## config.mk

```make
export PLATFORM = sky130hd
export DESIGN_NAME = tvb_master
export DESIGN_NICKNAME = d
export VERILOG_FILES = /design/src/rtl/tvb_pkg.sv /design/src/rtl/tvb_entry.sv /design/src/rtl/tvb_decode.sv /design/src/rtl/tvb_datapath.sv /design/src/rtl/tvb_master.sv
export SDC_FILE = /design/constraint.sdc
export NUM_CORES = 1
export LEC_CHECK = 0
export BUFFER_PORTS_ARGS = -buffer_cell sky130_fd_sc_hd__buf_2
export CORE_MARGIN = 3
export CORE_UTILIZATION = 54
export CTS_BUF_LIST = sky130_fd_sc_hd__clkbuf_4
export DETAILED_ROUTE_END_ITERATION = 12
export MAX_ROUTING_LAYER = met4
export PLACE_DENSITY = 0.93
export SKIP_CTS_REPAIR_TIMING = 1
export SYNTH_ARGS = -nofsm -noshare
export SYNTH_HDL_FRONTEND = slang
export SYNTH_HIERARCHICAL = 1
export SYNTH_SLANG_ARGS = --single-unit
```

## constraint.sdc

```tcl
create_clock -name clk -period 12.3 [get_ports clk]
set_clock_uncertainty 0.1 [all_clocks]
set_input_delay 2.46 -clock clk [delete_from_list [all_inputs] [get_ports clk]]
set_output_delay 2.46 -clock clk [all_outputs]
set_load 0.005 [all_outputs]
```

## src/rtl/tvb_pkg.sv

```systemverilog
package tvb_pkg;

    localparam int SZW = 2;
    localparam logic [SZW-1:0] SIZE_RESET = 2'd2;

    typedef enum logic [1:0] {
        TR_IDLE = 2'b00,
        TR_ADDR = 2'b01,
        TR_NSEQ = 2'b10,
        TR_SEQ  = 2'b11
    } trans_e;

    typedef enum logic [2:0] {
        VK_NONE,
        VK_ADDR,
        VK_CTRL,
        VK_WRITE,
        VK_READ
    } vkind_e;

    typedef enum logic [1:0] {
        MD_OFF,
        MD_WAIT,
        MD_TEST
    } mode_e;

    typedef struct packed {
        logic [SZW-1:0] size;
        logic           pend;
        logic           have;
    } ctl_t;

    function automatic vkind_e classify(input logic [1:0] code,
                                        input vkind_e     cur,
                                        input logic       have_addr);
        vkind_e k;
        case (code)
            2'b11:   k = (cur == VK_ADDR) ? VK_CTRL : VK_ADDR;
            2'b10:   k = have_addr ? VK_WRITE : VK_NONE;
            2'b01:   k = have_addr ? VK_READ : VK_NONE;
            default: k = VK_NONE;
        endcase
        return k;
    endfunction

    function automatic logic is_data(input vkind_e k);
        return (k == VK_WRITE) || (k == VK_READ);
    endfunction

endpackage

```

## src/rtl/tvb_entry.sv

```systemverilog
module tvb_entry
    import tvb_pkg::*;
(
    input  logic       clk,
    input  logic       rst,
    input  logic [1:0] code,
    input  logic       gnt,
    output logic       in_test,
    output logic       bus_req
);

    mode_e mode_q;

    always_ff @(posedge clk) begin
        if (rst) begin
            mode_q <= MD_OFF;
        end else begin
            case (mode_q)
                MD_OFF:  if (code == 2'b10) mode_q <= MD_WAIT;
                MD_WAIT: if (gnt) mode_q <= MD_TEST;
                default: mode_q <= MD_TEST;
            endcase
        end
    end

    assign in_test = (mode_q == MD_TEST);
    assign bus_req = (mode_q != MD_OFF);

endmodule

```

## src/rtl/tvb_decode.sv

```systemverilog
module tvb_decode
    import tvb_pkg::*;
(
    input  logic       clk,
    input  logic       rst,
    input  logic       in_test,
    input  logic [1:0] code,
    input  logic       have_addr,
    output vkind_e     cur
);

    vkind_e cur_q;
    logic   have_now;

    assign have_now = have_addr || (cur_q == VK_ADDR) || (cur_q == VK_CTRL);

    always_ff @(posedge clk) begin
        if (rst || !in_test) begin
            cur_q <= VK_NONE;
        end else begin
            cur_q <= classify(code, cur_q, have_now);
        end
    end

    assign cur = cur_q;

endmodule

```

## src/rtl/tvb_datapath.sv

```systemverilog
module tvb_datapath
    import tvb_pkg::*;
#(
    parameter int DW = 32,
    parameter int AW = 32
) (
    input  logic           clk,
    input  logic           rst,
    input  vkind_e         cur,
    input  logic [DW-1:0]  tp_data_in,
    input  logic [DW-1:0]  int_rdata,
    output logic [AW-1:0]  int_addr,
    output trans_e         int_trans,
    output logic [SZW-1:0] int_size,
    output logic           int_write,
    output logic [DW-1:0]  int_wdata,
    output logic [DW-1:0]  tp_data_out,
    output logic           tp_data_oe,
    output logic           have_addr
);

    logic [AW-1:0] addr_q;
    ctl_t          ctl_q;
    logic [DW-1:0] rd_q;
    logic          oe_q;
    logic [AW-1:0] step;
    logic [SZW-1:0] size_word;

    assign size_word = tp_data_in[SZW-1:0];
    assign int_addr  = (cur == VK_ADDR) ? tp_data_in[AW-1:0] : addr_q;
    assign int_size  = (cur == VK_CTRL) ? size_word : ctl_q.size;
    assign int_write = (cur == VK_WRITE);
    assign int_wdata = int_write ? tp_data_in : '0;
    assign step      = AW'(1) << int_size;

    always_comb begin
        case (cur)
            VK_ADDR, VK_CTRL:  int_trans = TR_ADDR;
            VK_WRITE, VK_READ: int_trans = ctl_q.pend ? TR_NSEQ : TR_SEQ;
            default:           int_trans = TR_IDLE;
        endcase
    end

    always_ff @(posedge clk) begin
        if (rst) begin
            addr_q <= '0;
            ctl_q  <= '{size: SIZE_RESET, pend: 1'b0, have: 1'b0};
            rd_q   <= '0;
            oe_q   <= 1'b0;
        end else begin
            oe_q <= (cur == VK_READ);
            if (cur == VK_READ) rd_q <= int_rdata;
            if (cur == VK_ADDR) begin
                addr_q     <= tp_data_in[AW-1:0];
                ctl_q.pend <= 1'b1;
                ctl_q.have <= 1'b1;
            end else if (cur == VK_CTRL) begin
                ctl_q.size <= size_word;
                if (size_word == ctl_q.size) ctl_q.pend <= 1'b0;
            end else if (is_data(cur)) begin
                addr_q     <= int_addr + step;
                ctl_q.pend <= 1'b0;
            end
        end
    end

    assign tp_data_out = oe_q ? rd_q : '0;
    assign tp_data_oe  = oe_q;
    assign have_addr   = ctl_q.have;

endmodule

```

## src/rtl/tvb_master.sv

```systemverilog
module tvb_master
    import tvb_pkg::*;
#(
    parameter int DW = 32,
    parameter int AW = 32
) (
    input  logic          clk,
    input  logic          rst,
    input  logic          tp_req_a,
    input  logic          tp_req_b,
    output logic          tp_ack,
    input  logic [DW-1:0] tp_data_in,
    output logic [DW-1:0] tp_data_out,
    output logic          tp_data_oe,
    output logic          bus_req,
    input  logic          bus_gnt,
    output logic          clk_sel,
    output logic [AW-1:0] int_addr,
    output logic [1:0]    int_trans,
    output logic [1:0]    int_size,
    output logic          int_write,
    output logic [DW-1:0] int_wdata,
    input  logic [DW-1:0] int_rdata
);

    logic [1:0] code;
    logic       in_test;
    logic       have_addr;
    vkind_e     cur;
    trans_e     trans;

    assign code = {tp_req_a, tp_req_b};

    tvb_entry u_entry (
        .clk     (clk),
        .rst     (rst),
        .code    (code),
        .gnt     (bus_gnt),
        .in_test (in_test),
        .bus_req (bus_req)
    );

    tvb_decode u_decode (
        .clk       (clk),
        .rst       (rst),
        .in_test   (in_test),
        .code      (code),
        .have_addr (have_addr),
        .cur       (cur)
    );

    tvb_datapath #(.DW(DW), .AW(AW)) u_dp (
        .clk         (clk),
        .rst         (rst),
        .cur         (cur),
        .tp_data_in  (tp_data_in),
        .int_rdata   (int_rdata),
        .int_addr    (int_addr),
        .int_trans   (trans),
        .int_size    (int_size),
        .int_write   (int_write),
        .int_wdata   (int_wdata),
        .tp_data_out (tp_data_out),
        .tp_data_oe  (tp_data_oe),
        .have_addr   (have_addr)
    );

    assign int_trans = trans;
    assign tp_ack    = in_test;
    assign clk_sel   = in_test;

endmodule

```

* Yosys cells after proc, flatten, opt, wreduce, memory -nomap -nowiden
Index checks and enable logic that the tools add are counted.
Widths: inputs -> output; s select.
** Storage, ports and cells
- Bits of input ports :: 69
- Flip-flop bits (word level) :: 74
** Operators by class
- Add/subtract/negate cells :: 1
- Multiplexer cells :: 20
- Reduce and logical (&&, ||, !) cells :: 14
- Eq/ne operators :: 14
- Shifts and indexed selects :: 1
** Operators with widths (number)
- $mux 32 :: 6
- $add 32x32->32 :: 1
- $shl 1x2->32 const A :: 1
- $mux 2 :: 5
- $pmux 3 s3 :: 1
- $pmux 2 s2 :: 2
- $eq 2x2->1 const B :: 3
- $eq 3x2->1 const B :: 2
- $reduce_and 2->1 :: 3
- $mux 1 :: 5
- $eq 2x1->1 const B :: 2
- $logic_or 1x1->1 :: 4
- $ne 2x1->1 const B :: 2
- $reduce_bool 2->1 :: 2
- $reduce_or 2->1 :: 2
- $eq 3x1->1 const B :: 1
- $eq 3x3->1 const B :: 1
- $mux 3 :: 1
- $ne 3x1->1 const B :: 1
- $reduce_bool 3->1 :: 1
- $eq 2x2->1 :: 1
- $logic_not 2->1 :: 1
- $ne 2x2->1 const B :: 1
- $logic_not 1->1 :: 1

* Logic depth before layout (Yosys ltp)
Gate-level depths: netlist (run 1).
- Depth in word-level cells :: 7
- Depth in mapped cells :: 17

* Modules after synthesis
The synthesis (run 1) kept the hierarchy.
** By module, submodules not included
- tvb_datapath :: times used 1, area each 4551.9 um^2, cells an instance 624
- tvb_decode :: times used 1, area each 171.4 um^2, cells an instance 18
- tvb_entry :: times used 1, area each 92.6 um^2, cells an instance 9
- tvb_master :: times used 1, area each 7.5 um^2, cells an instance 1

* Worst setup path before layout (run 1)
No wires, ideal clock.
- Kind :: input to output
- Start point :: in tp_data_in[22]
- End point :: out int_addr[22]
- Data required time :: 9740 ps
- Slack :: 6766 ps
- Arrival time :: 2974 ps
- Stages :: 3
- Cells stage by stage :: nor4bb_1 > a21oi_1 > inv_1
** Between the ends
- Cells in the longest elaborated chain, start to end :: 1
** RTL lines
- start: declaration :: line tvb_master.sv:12 : input logic [DW-1:0] tp_data_in,
- $mux 32 :: line tvb_datapath.sv:30 : assign int_addr = (cur == VK_ADDR) ? tp_data_in[AW-1:0] : addr_q;
- end: declaration :: line tvb_master.sv:18 : output logic [AW-1:0] int_addr,
Every way passes these cells.

* Worst setup path after layout (run 1)
Ends and elaborated chain as after synthesis.

==> results.ini, run 1 <==
[final_layout]
final_common_cell = buf_2
drive_gt1_frac = 0.287
fin_area_mm2 = 0.00574
final_cell_mix = buf_2, nand2_1, dfxtp_1, and2_1, a21oi_1
fillCellCount = 703
fin_util = 0.682
fin_cells = 907
area_delta_synth_final_pct = 19.0
antenna_cells = 0
layout.nets = 871

[sta]
hold_slack_ns = 0.359
finalCritPeriodShare = 0.480
worst_pin_slew_ns = 1.27
setup_ws_ns = 6.40
rsz0062_at_grt = false
max_freq_ghz = 0.169
hold_viol = 0
finalSetupTns_ns = 0
period_minus_slack_ns = 5.90
slew_headroom = 0.153
setup_viol = 0
slew_viol_final = 0

[die]
die_w_um = 101
placeableCoreArea_mm2 = 0.00842
ios = 174
die-height_um = 101
initial_core_util = 0.573
row_count = 33
dieArea_mm2 = 0.0101

[placed_design]
dp_hpwl_mm = 10.2
place_area_mm2 = 0.00560
port_buffers = 173
dp_slack_ns = 6.45
dp.cells = 891
gp_congestion = 0.913

[detailed_routing]
drt_pass1_iterations = 5
ant_nets = 0
drtIter0Drc = 366
drc = 0
wl_per_cell_um = 15.8
wirelength_mm = 14.3
vias_per_cell = 5.78
via_count = 5243

[power_and_ir_drop]
finalPower_mw = 0.456
ir_drop_uv = 65.2
p_leak_nw = 2.63
pwr_density_cell_mw_per_mm2 = 79.4

[run_status]
outcome = complete, no violations

[logic_synthesis]
async_flop_share = 0
synthMuxAreaShare = 0.0239
synth_xor_area_frac = 0.0254
synth_area_leaders = dfxtp_1, nand2_1, and2_1
synthesis.area_mm2 = 0.00482
netlist_instances = 652
synth_seq_cells = 74
synth_top_area_frac = 0.307
ys_warn_count = 6
syn_nets = 726
synth_top_family_by_area = simple AND/OR/NAND/NOR gates
synth_compound_area_frac = 0.186
syn_avg_cell_area_um2 = 7.40
ys_seq_area_frac = 0.307
ys_types = 80
synth_area_leader_cell = dfxtp_1
synth-simple-area-share = 0.381
synthAdderAreaFrac = 0.0145
synth_flop_cell = dfxtp_1
synth_edf_count = 0

[critical_path]
worstRegToRegCells = 11
worstPathMaxFanout = 4
worst-setup-path-type = in -> out
crit_required_ns = 9.74
start_kind = input pin
cp_data_arrival_time_ns = 3.34
critPathCaptureType = output pin

[clock_network]
cts.htree.levels = 3
clockBufferDepth = 2
cts_root_buffer = clkbuf_4
cts_tree = yes
cts_num_sinks = 74
path_clk_slew_ns = 0.12
cts-buffers-inserted = 9
clock_latency_ns = 0.41

[global_routing]
overflow = 0
grt_max_degree = 79
grt.total_usage = 0.283
grt_pass1_vias = 5086
grt_pass1_wl_mm = 23.0
antenna_found_initial = 0

[min_path]
holdPathStages = 2
hold_class = reg -> reg

[run]
maxCapViolations = 0

where the power goes:
group,total (mW),internal (mW),switching [mW]
Clock,0.157,0.0632,0.0939
Sequential,0.252,0.245,0.00725
Combinational,0.0468,0.0221,0.0246
flip-flops by register name, summed over array words and instances (netlist names):
register and count:
u_decode/cur 3, u_dp/addr_q 32, u_dp/ctl_q 3, u_dp/have_addr 1, u_dp/rd_q 32, u_dp/tp_data_oe 1, u_entry/mode_q 2
routing by layer:
layer / GRT usage / part of all wire / vias up
li1: - / - / 2557
met1: 0.332 / 0.40 / 2410
met2: 0.487 / 0.51 / 241
met3: 0.0491 / 0.069 / 35
met4: 0.101 / 0.020 / 0
met5: - / 0 / -
logic make-up (layout without fill, tap and decap cells):
family / count (synthesis) / in the layout
XOR/XNOR: 14 / 14
flip-flops: 74 / 74
multiplexers: 11 / 11
adder cells (fa/ha/maj): 5 / 5
AND/OR/NAND/NOR: 365 / 365
AO/OA/AOI/OAI: 131 / 131
buffers and inverters: 52 / 202
path summary, 6_finish.rpt:
path / from / to / slack [ns]
hold / removal: u_dp/rd_q[31]$_SDFFE_PP0P_ / u_dp/rd_q[31]$_SDFFE_PP0P_ / 0.36
setup / recovery: tp_data_in[22] / int_addr[22] / 6.40
hold reg to reg: u_dp/rd_q[31]$_SDFFE_PP0P_ / u_dp/rd_q[31]$_SDFFE_PP0P_ / 0.36
setup reg to reg: u_decode/cur[0]$_SDFF_PP0_ / u_dp/addr_q[29]$_SDFFE_PP0P_ / 7.85
cell type report:
cell class / count / area, um^2 / area share
inverters: 9 / 33.8 / 0.00588
clock inverters: 7 / 77.6 / 0.0135
multi-input cells: 526 / 3050 / 0.532
well taps: 105 / 131 / 0.0229
clock buffers: 9 / 67.6 / 0.0118
repair buffers: 177 / 896 / 0.156
flip-flops and latches: 74 / 1480 / 0.258
cells in the mapped netlist (3+ instances only):
cell,instances
a31oi_1,10
o31ai_1,3
nand4_1,7
a21oi_1,51
nand3_1,18
o21ai_0,15
nor3_1,11
a22oi_1,3
nor2_1,38
o211ai_1,5
nand2_1,166
dfxtp_1,74
or3_1,5
and3_2,4
mux2i_1,7
and2_1,69
nor4_1,5
mux2_2,4
nor3b_1,3
xor2_1,6
clkbuf_1,31
a311oi_1,4
clkbuf_8,9
and3_1,3
a211oi_1,8
ha_1,4
or2_2,3
inv_1,9
a221oi_2,3
nand2b_1,3
xnor2_1,8
critical path: stages:
cell and delay [ns]:
buf_2 0.10, nor4bb_1 0.41, a21oi_1 0.16, inv_1 0.10, buf_2 0.11
(Power assumes the default switching activity.)
==> run 2: changes to the inputs <==
--- a/config.mk
+++ b/config.mk
@@ -5,13 +5,14 @@
 export SDC_FILE = /design/constraint.sdc
 export NUM_CORES = 1
 export LEC_CHECK = 0
+export ABC_AREA = 1
 export BUFFER_PORTS_ARGS = -buffer_cell sky130_fd_sc_hd__buf_2
 export CORE_MARGIN = 3
-export CORE_UTILIZATION = 54
+export CORE_UTILIZATION = 52
 export CTS_BUF_LIST = sky130_fd_sc_hd__clkbuf_4
 export DETAILED_ROUTE_END_ITERATION = 12
 export MAX_ROUTING_LAYER = met4
-export PLACE_DENSITY = 0.93
+export PLACE_DENSITY = 0.9
 export SKIP_CTS_REPAIR_TIMING = 1
 export SYNTH_ARGS = -nofsm -noshare
 export SYNTH_HDL_FRONTEND = slang
==> constraint.sdc (replaced) <==
create_clock -name clk -period 5.6 [get_ports clk]
set_clock_uncertainty 0.1 [all_clocks]
set_input_delay 1.12 -clock clk [delete_from_list [all_inputs] [get_ports clk]]
set_output_delay 1.12 -clock clk [all_outputs]
set_load 0.005 [all_outputs]
==> run 2 against run 1 <==
Compared with the run above:
- die area up 7.3%
- final cell count up 26%
- critical path depth unchanged
- global-route usage decreased by 1.3 points
- sequential power grew 110%
- first-iteration DRC count up 54%
- core utilization decreased by 3.8 points
- critical path type is now reg -> out
- critical endpoint is now int_addr[25]
- largest power group unchanged
==> results.ini, run 2 <==
[die]
placeableCoreArea_mm2 = 0.00928
dieArea_mm2 = 0.0108
initial_core_util = 0.539
die_w_um = 104
die-height_um = 104
ios = 174
row_count = 35

[logic_synthesis]
synth_compound_area_frac = 0.127
synthMuxAreaShare = 0
synth_area_leaders = dfxtp_1, nand2_1, nor2_1
syn_nets = 935
synth_area_leader_cell = dfxtp_1
synth_edf_count = 0
synth_common_cells = nand2_1, nor2_1, inv_1
syn_avg_cell_area_um2 = 5.82
synth_top_family_by_area = simple AND/OR/NAND/NOR gates
synth.most_common_cell = nand2_1
netlist_instances = 861
ys_seq_area_frac = 0.296
ys_types = 38
synth_seq_cells = 74
synth_flop_cell = dfxtp_1
synth-simple-area-share = 0.412
synthesis.area_mm2 = 0.00501
synth_top_area_frac = 0.296
synth_xor_area_frac = 0.00525
async_flop_share = 0
ys_warn_count = 6
synthAdderAreaFrac = 0.0140

[critical_path]
critical-path-top-delay-family = flip-flops
worstRegToRegCells = 16
start_kind = flop
crit_top_cell = nand2_1
r2r_end = u_dp/addr_q[29]$_SDFFE_PP0P_
worstPathMaxFanout = 33
worst-path-buf-inv = 2
critPathCaptureType = output pin
r2r_start = u_decode/cur[0]$_SDFF_PP0_
path_cells = nand2_2 -> inv_2 -> nand2_1 -> nand2_1 -> buf_2
cp_data_arrival_time_ns = 3.15
worst-setup-path-type = reg -> out
crit_required_ns = 4.38
crit_slowest_cell = dfxtp_1
max_stage_delay_ns = 0.99
reg2reg_slack_ns = 1.29

[min_path]
hold_class = reg -> reg
hp-start = u_dp/rd_q[22]$_SDFFE_PP0P_
holdPathStages = 2
holdPathEnd = u_dp/rd_q[22]$_SDFFE_PP0P_

[global_routing]
antenna_found_initial = 0
grt_pass1_wl_mm = 24.1
grt.total_usage = 0.270
grt_pass1_vias = 5174
overflow = 0
grt_max_degree = 50

[sta]
max_freq_ghz = 0.229
hold_viol = 0
slew_headroom = 0.260
finalCritPeriodShare = 0.781
setup_ws_ns = 1.23
rsz0062_at_grt = false
setup_viol = 0
period_minus_slack_ns = 4.37
finalSetupTns_ns = 0
worst_pin_slew_ns = 1.11
slew_viol_final = 0

[final_layout]
antenna_cells = 0
layout.nets = 1080
drive_gt1_frac = 0.216
fin_cells = 1140
final_common_cell = nand2_1
area_delta_synth_final_pct = 19.3
largestRegisters = u_dp/addr_q: 32 flops, u_dp/rd_q: 32 flops
fillCellCount = 893
final_cell_mix = nand2_1, nor2_1, buf_2, inv_1, dfxtp_1
fin_util = 0.643

[clock_network]
path_clk_slew_ns = 0.12
clockBufferDepth = 2
cts_tree = yes
clock_latency_ns = 0.43
cts_num_sinks = 74
cts-buffers-inserted = 9
cts_root_buffer = clkbuf_4
cts.htree.levels = 3

[detailed_routing]
drc = 0
drtIter0Drc = 563
ant_nets = 0
wirelength_mm = 14.6
wl_per_cell_um = 12.8
drt_pass1_iterations = 6
vias_per_cell = 5.21
via_count = 5937

[placed_design]
port_buffers = 173
dp.cells = 1124
dp_hpwl_mm = 10.7
dp_slack_ns = 1.38
gp_congestion = 0.871

[run]
maxCapViolations = 0

[power_and_ir_drop]
finalPower_mw = 0.933
ir_drop_uv = 76.2
pwr_density_cell_mw_per_mm2 = 156
p_leak_nw = 3.34

[run_status]
outcome = complete, no violations

[run 2: cell count changes in the layout (fill, tap and decap cells not counted), sizes merged, moves of 7 or more]
| cell | change |
|---|---|
| o21ai | +54 |
| a21oi | -28 |
| mux2i | -7 |
| nand2 | +38 |
| and2 | -70 |
| a211oi | -9 |
| xnor2 | -8 |
| nand3 | +44 |
| and3 | -7 |
| inv | +131 |
| nand3b | +9 |
| nor2 | +145 |
[run 2: power breakdown]
group	switching (mW)	total [mW]	internal (mW)
Clock	0.214	0.307	0.0932
Combinational	0.0538	0.0910	0.0371
Sequential	0.00382	0.535	0.531
Total	0.271	0.933	0.662
[run 2: layout make-up]
type	instances	area, um^2	share of cell area
Timing Repair Buffer	176	888	0.149
Multi-Input combinational cell	604	2790	0.467
Clock buffer	9	67.6	0.0113
Tap cell	129	161	0.0270
Inverter	141	529	0.0886
Sequential cell	74	1480	0.248
Clock inverter	7	53.8	0.00901
[run 2: logic make-up after synthesis]
| kind of cell | after synthesis |
|---|---|
| AO/OA/AOI/OAI | 114 |
| XOR/XNOR | 3 |
| AND/OR/NAND/NOR | 482 |
| buffers and inverters | 183 |
| adder cells (fa/ha/maj) | 5 |
| flip-flops | 74 |
[run 2: worst reg2reg max path, stage by stage (launching register included)]
cell,delay [ns]
dfxtp_1,0.99
nand2_2,0.61
inv_2,0.64
nand2_1,0.15
nand2_1,0.12
ha_1,0.20
nand2_1,0.07
nand2_1,0.08
nand3_1,0.10
a21oi_2,0.33
nand3_4,0.21
nor2_2,0.26
nand3_1,0.10
nand2_1,0.08
nand3b_1,0.08
nand2_1,0.07
inv_1,0.04
[run 2: through the flow]
step	instance area, um^2	hold WS (ns)
after global routing	5970	0.427
after detailed placement	5850	0.372
after floorplan	5010	0.340
after global placement	5850	0.354
final	5970	0.397
after CTS	5970	0.398
[run 2: how the worst max path moves through the flow]
stage	cells after the start	to	from
global placement	15	u_dp/addr_q[26]$_SDFFE_PP0P_	u_decode/cur[0]$_SDFF_PP0_
floorplan	15	u_dp/addr_q[29]$_SDFFE_PP0P_	tp_data_in[1]
detailed placement	17	u_dp/addr_q[30]$_SDFFE_PP0P_	u_decode/cur[0]$_SDFF_PP0_
global route	15	u_dp/addr_q[14]$_SDFFE_PP0P_	u_decode/cur[0]$_SDFF_PP0_
CTS	6	int_addr[30]	u_decode/cur[0]$_SDFF_PP0_
finish	5	int_addr[25]	u_decode/cur[0]$_SDFF_PP0_
[run 2: metal layers]
metal  routed length [um]  GRT usage  vias up
met5                    0          -        -
met2                 6790      0.435      311
li1                     -          -     2965
met3                 1270     0.0447       29
met1                 6270      0.350     2632
met4                  267     0.0817        0
